<file path="src/rtl/csnp_pkg.sv">
package csnp_pkg;
  typedef enum logic [1:0] {
    LN_INV = 2'd0,
    LN_SHD = 2'd1,
    LN_MOD = 2'd2
  } line_st_e;

  function automatic logic [3:0] clamp_thresh(input logic [3:0] t);
    return (t == 4'd0) ? 4'd1 : t;
  endfunction
endpackage

</file>
<file path="src/rtl/csnp_idx_decode.sv">
module csnp_idx_decode #(
  parameter int N_LINES = 8,
  parameter int IDX_W   = $clog2(N_LINES)
) (
  input  logic               en_i,
  input  logic [IDX_W-1:0]   idx_i,
  output logic [N_LINES-1:0] hit_o
);
  for (genvar g = 0; g < N_LINES; g++) begin : g_dec
    assign hit_o[g] = en_i && (idx_i == IDX_W'(g));
  end
endmodule

</file>
<file path="src/rtl/csnp_line_ctr.sv">
module csnp_line_ctr
  import csnp_pkg::*;
#(
  parameter int CNT_W = 4
) (
  input  logic             clk,
  input  logic             rst_n,
  input  logic [CNT_W-1:0] thr_i,
  input  logic             fill_hit_i,
  input  logic             acc_hit_i,
  input  logic             acc_wr_i,
  input  logic             snp_hit_i,
  input  logic             shared_i,
  output logic             valid_o,
  output logic             mod_o,
  output logic             expire_o,
  output logic             upd_req_o
);
  line_st_e         st_q, st_d;
  logic [CNT_W-1:0] cnt_q, cnt_d;
  logic             ce;

  assign ce = fill_hit_i | acc_hit_i | snp_hit_i;

  always_comb begin
    st_d      = st_q;
    cnt_d     = cnt_q;
    expire_o  = 1'b0;
    upd_req_o = 1'b0;
    if (fill_hit_i) begin
      st_d  = LN_SHD;
      cnt_d = thr_i;
    end else if (st_q != LN_INV) begin
      if (acc_hit_i) begin
        cnt_d = thr_i;
        if (acc_wr_i && st_q == LN_SHD) begin
          upd_req_o = 1'b1;
          if (!shared_i) st_d = LN_MOD;
        end
      end else if (snp_hit_i) begin
        if (cnt_q <= CNT_W'(1)) begin
          cnt_d    = '0;
          st_d     = LN_INV;
          expire_o = 1'b1;
        end else begin
          cnt_d = cnt_q - CNT_W'(1);
        end
      end
    end
  end

  always_ff @(posedge clk or negedge rst_n) begin
    if (!rst_n) begin
      st_q  <= LN_INV;
      cnt_q <= '0;
    end else if (ce) begin
      st_q  <= st_d;
      cnt_q <= cnt_d;
    end
  end

  assign valid_o = (st_q != LN_INV);
  assign mod_o   = (st_q == LN_MOD);
endmodule

</file>
<file path="src/rtl/csnp_expire_enc.sv">
module csnp_expire_enc #(
  parameter int N_LINES = 8,
  parameter int IDX_W   = $clog2(N_LINES)
) (
  input  logic [N_LINES-1:0] exp_i,
  output logic               any_o,
  output logic [IDX_W-1:0]   idx_o
);
  always_comb begin
    idx_o = '0;
    for (int i = 0; i < N_LINES; i++) begin
      if (exp_i[i]) idx_o = idx_o | IDX_W'(i);
    end
  end
  assign any_o = |exp_i;
endmodule

</file>
<file path="src/rtl/csnp_ctr_bank.sv">
module csnp_ctr_bank
  import csnp_pkg::*;
#(
  parameter int N_LINES = 8,
  parameter int CNT_W   = 4,
  parameter int IDX_W   = $clog2(N_LINES)
) (
  input  logic               clk,
  input  logic               rst_n,
  input  logic [CNT_W-1:0]   thresh_i,
  input  logic               fill_vld_i,
  input  logic [IDX_W-1:0]   fill_idx_i,
  input  logic               acc_vld_i,
  input  logic               acc_wr_i,
  input  logic [IDX_W-1:0]   acc_idx_i,
  input  logic               snp_vld_i,
  input  logic [IDX_W-1:0]   snp_idx_i,
  input  logic               shared_i,
  output logic               upd_req_o,
  output logic               inv_vld_o,
  output logic [IDX_W-1:0]   inv_idx_o,
  output logic [N_LINES-1:0] line_valid_o,
  output logic [N_LINES-1:0] line_mod_o
);
  logic [CNT_W-1:0]   thr_eff;
  logic [N_LINES-1:0] fill_hit, acc_hit, snp_hit, expire, upd_req;
  logic               exp_any, inv_vld_d;
  logic [IDX_W-1:0]   exp_idx, inv_idx_d;
  logic               inv_vld_q;
  logic [IDX_W-1:0]   inv_idx_q;

  assign thr_eff = (thresh_i == '0) ? CNT_W'(1) : thresh_i;

  csnp_idx_decode #(.N_LINES(N_LINES), .IDX_W(IDX_W)) u_dec_fill (
    .en_i(fill_vld_i), .idx_i(fill_idx_i), .hit_o(fill_hit));
  csnp_idx_decode #(.N_LINES(N_LINES), .IDX_W(IDX_W)) u_dec_acc (
    .en_i(acc_vld_i), .idx_i(acc_idx_i), .hit_o(acc_hit));
  csnp_idx_decode #(.N_LINES(N_LINES), .IDX_W(IDX_W)) u_dec_snp (
    .en_i(snp_vld_i), .idx_i(snp_idx_i), .hit_o(snp_hit));

  for (genvar g = 0; g < N_LINES; g++) begin : g_line
    csnp_line_ctr #(.CNT_W(CNT_W)) u_line (
      .clk        (clk),
      .rst_n      (rst_n),
      .thr_i      (thr_eff),
      .fill_hit_i (fill_hit[g]),
      .acc_hit_i  (acc_hit[g]),
      .acc_wr_i   (acc_wr_i),
      .snp_hit_i  (snp_hit[g]),
      .shared_i   (shared_i),
      .valid_o    (line_valid_o[g]),
      .mod_o      (line_mod_o[g]),
      .expire_o   (expire[g]),
      .upd_req_o  (upd_req[g])
    );
  end

  csnp_expire_enc #(.N_LINES(N_LINES), .IDX_W(IDX_W)) u_enc (
    .exp_i(expire), .any_o(exp_any), .idx_o(exp_idx));

  always_comb begin
    inv_vld_d = exp_any;
    inv_idx_d = exp_any ? exp_idx : inv_idx_q;
  end

  always_ff @(posedge clk or negedge rst_n) begin
    if (!rst_n) begin
      inv_vld_q <= 1'b0;
      inv_idx_q <= '0;
    end else begin
      inv_vld_q <= inv_vld_d;
      inv_idx_q <= inv_idx_d;
    end
  end

  assign inv_vld_o = inv_vld_q;
  assign inv_idx_o = inv_idx_q;
  assign upd_req_o = |upd_req;
endmodule

</file>
<file path="config.mk">
export PLATFORM = sky130hd
export DESIGN_NAME = csnp_ctr_bank
export DESIGN_NICKNAME = d
export VERILOG_FILES = /design/src/rtl/csnp_pkg.sv /design/src/rtl/csnp_idx_decode.sv /design/src/rtl/csnp_line_ctr.sv /design/src/rtl/csnp_expire_enc.sv /design/src/rtl/csnp_ctr_bank.sv
export SDC_FILE = /design/constraint.sdc
export NUM_CORES = 1
export LEC_CHECK = 0
export CAP_MARGIN = 5
export CORE_MARGIN = 2
export CORE_UTILIZATION = 50
export DETAILED_ROUTE_END_ITERATION = 12
export GPL_TIMING_DRIVEN = 0
export PLACE_DENSITY = 0.82
export SLEW_MARGIN = 5
export SYNTH_ARGS = -nofsm -noshare
export SYNTH_HDL_FRONTEND = slang
export SYNTH_SLANG_ARGS = --single-unit
export TNS_END_PERCENT = 5
</file>
<file path="constraint.sdc">
create_clock -name clk -period 4.84 [get_ports clk]
set_input_delay 0.726 -clock clk [delete_from_list [all_inputs] [get_ports clk]]
set_output_delay 0.726 -clock clk [all_outputs]
set_load 0.1 [all_outputs]
</file>
==> out/qor.yml <==
global_routing:
  grt_usage_pct: 23.0
  grt_pass1_vias: 3362
  grt_pass1_wl_um: 15900
  grt_max_degree: 35
  grt.overflow.total: 0
  antenna_found_initial: 0
worst_setup_path:
  critPathTopFamily: "buffers and inverters"
  r2r_slack_ps: 2660
  required_ps: 4110
  cpMostUsedCell: "clkdlybuf4s50_1"
  critPathBufInv: 3
  cpPeakStageDelay_ps: 1190
  crit_slowest_cell: "clkdlybuf4s50_1"
  end_kind: "output pin"
  crit_chain: "clkdlybuf4s50_1, buf_2, nand4_2, or4b_2, o21ai_0, o41ai_1, o211ai_1, clkdlybuf4s50_1"
  crit_type: "in2out"
  path_max_fanout: 10
  start_kind: "input port"
  crit_arrival_ps: 3940
clock_network:
  numCtsBuffers: 5
  cts_setup_buffers: 0
  cts_tree: "yes"
  clock_sinks: 52
  ctsHoldBuffers: 0
  insertion_delay_ps: 300
  cts.htree.levels: 2
  root_buffer: "clkbuf_8"
  clockBufferDepth: 2
  clkTransAtPathRegs_ps: 90
  cts-resized-gates: 0
final_layout:
  drive_gt1_share_pct: 11.5
  final_core_util_pct: 58.5
  area_growth_pct: 14.4
  final_nets: 544
  diodes: 0
  final_area_um2: 4470
min_path:
  hold_class: "in2async"
sta:
  clock.fmax_mhz: 214
  rsz0062_at_grt: "false"
  fin_tns_setup_ps: 0
  slew_viol_final: 0
  setup_slack_ps: 176
  tightestPinTransition_ps: 971
  finalSetupViolCount: 0
  relSlewSlack_pct: 35.1
  skew_ps: 5.32
  hold_viol: 0
  min_period_ps: 4660
  period_share_pct: 96.4
drt:
  drt_iter0_drc: 298
  wl_um: 9560
  drt_first_pass_iters: 6
  vias_per_cell: 6.02
  vias: 3659
  ant_nets: 0
  wl_per_cell_um: 15.7
  drc: 0
placement:
  dp_slack_ps: 204
  gp_congestion: 0.877
  io_buffers: 35
  dp_hpwl_um: 7180
  dpl_cell_area_um2: 4400
synthesis:
  ys_top_cells_by_count: "52 x dfrtp_1, 43 x o21ai_0, 39 x nor2_1"
  synth_adder_area_share_pct: 5.12
  synth-edff-count: 0
  yosysSeqAreaShare_pct: 33.3
  synthArstFlopShare_pct: 100
  ys_seq_elements: 52
  synth_cells: 465
  synth.area.mux_share_pct: 0.864
  synth.most_common_cell: "dfrtp_1"
  synth_top_family_by_area: "simple AND/OR/NAND/NOR gates"
  synth_top_cell_area_share_pct: 33.3
  synth_cell_types: 64
  syn_area_um2: 3910
  yosys-top-cells-area: "dfrtp_1 33%, o21ai_0 5.5%, ha_1 5.1%"
  postSynthAreaPerCell_um2: 8.41
  synth_fp_nets: 501
  synth_flop_cell: "dfrtp_1"
  synth-simple-area-share_pct: 31.7
  yosysTopAreaCell: "dfrtp_1"
  synth_compound_area_share_pct: 20.7
  synthXorXnorAreaFrac_pct: 0
  synth_warnings: 0
floorplan:
  core_um2: 7650
  die_width_um: 92.4
  rows: 32
  start_util_pct: 51.1
  die_area_um2: 8540
  pin_count: 41
  fp.dieH_um: 92.4
run:
  cap_violations: 0
pwr:
  power.leakage_nw: 1.88
  power_density_nw_per_um2: 559
  ir_drop_v: 0.000288
status:
  status: "completed"
## cell type report
class | instances | area [µm²]
timing repair buffer | 36 | 365
buffer | 35 | 210
fill | 658 | 3180
clock buffer | 5 | 68.8
inverter | 30 | 113
sequential | 52 | 1300
tap | 102 | 128
multi-input combinational | 348 | 2280
## path summary, 6_finish.rpt
kind | from | end | depth (start not counted)
hold reg to reg | inv_idx_o[0] | inv_idx_o[0] | 1
hold / removal | rst_n | g_line[1].u_line.st_q[1] | 1
setup reg to reg | g_line[2].u_line.cnt_q[0] | inv_idx_o[0] | 7
setup / recovery | acc_idx_i[0] | upd_req_o | 8
min in group clk | inv_idx_o[0] | inv_idx_o[0] | 1
max in group asynchronous | rst_n | g_line[5].u_line.cnt_q[1] | 2
## cells by family (layout without fill, tap and decap cells)
| family | count (synthesis) | after routing |
|---|---|---|
| adders and majority gates | 16 | 16 |
| muxes | 3 | 3 |
| buffers and inverters | 65 | 106 |
| and+or+nand+nor | 200 | 200 |
| DFF | 52 | 52 |
| AOI/OAI and AO/OA | 129 | 129 |
## registers in the layout, indices dropped and copies added (netlist names)
register	cells
g_line.u_line.cnt_q	32
g_line.u_line.st_q	16
inv_idx_o	3
inv_vld_o	1
## power by group
part	switching, mW	leakage (nW)	internal, mW
combinational	0.927	1.21	0.531
sequential	0.189	0.630	0.622
clock	0.137	0.0359	0.0938
## through the flow
| stage | total power, mW | instances | hold slack, ps |
|---|---|---|---|
| final | 2.50 | 608 | 380 |
| after global routing | 2.69 | 608 | 403 |
| after CTS | 2.51 | 608 | 384 |
| after detailed placement | 2.27 | 603 | 470 |
| after global placement | 2.20 | 602 | 458 |
| after floorplan | 1.95 | 465 | 430 |
## cells in the final DEF, fill, tap and decap left out, drive strengths merged, types with 16 or more instances in the layout
cell type	Yosys	final
ha	16	16
nor3	35	35
clkdlybuf4s50	0	34
a21oi	30	30
nand2	33	33
dfrtp	52	52
o21ai	47	47
inv	30	30
nor2	39	39
buf	27	29
## per-layer routing
layer  vias up  share of wire [%]  global-route usage, %
met5         -                  0                      0
met4         0                2.4                   7.09
met3        18                5.4                   3.25
met2       144                 46                   36.6
met1      1715                 46                   32.6
li1       1782                  -                      -
Power figures use the tool's default switching activity.
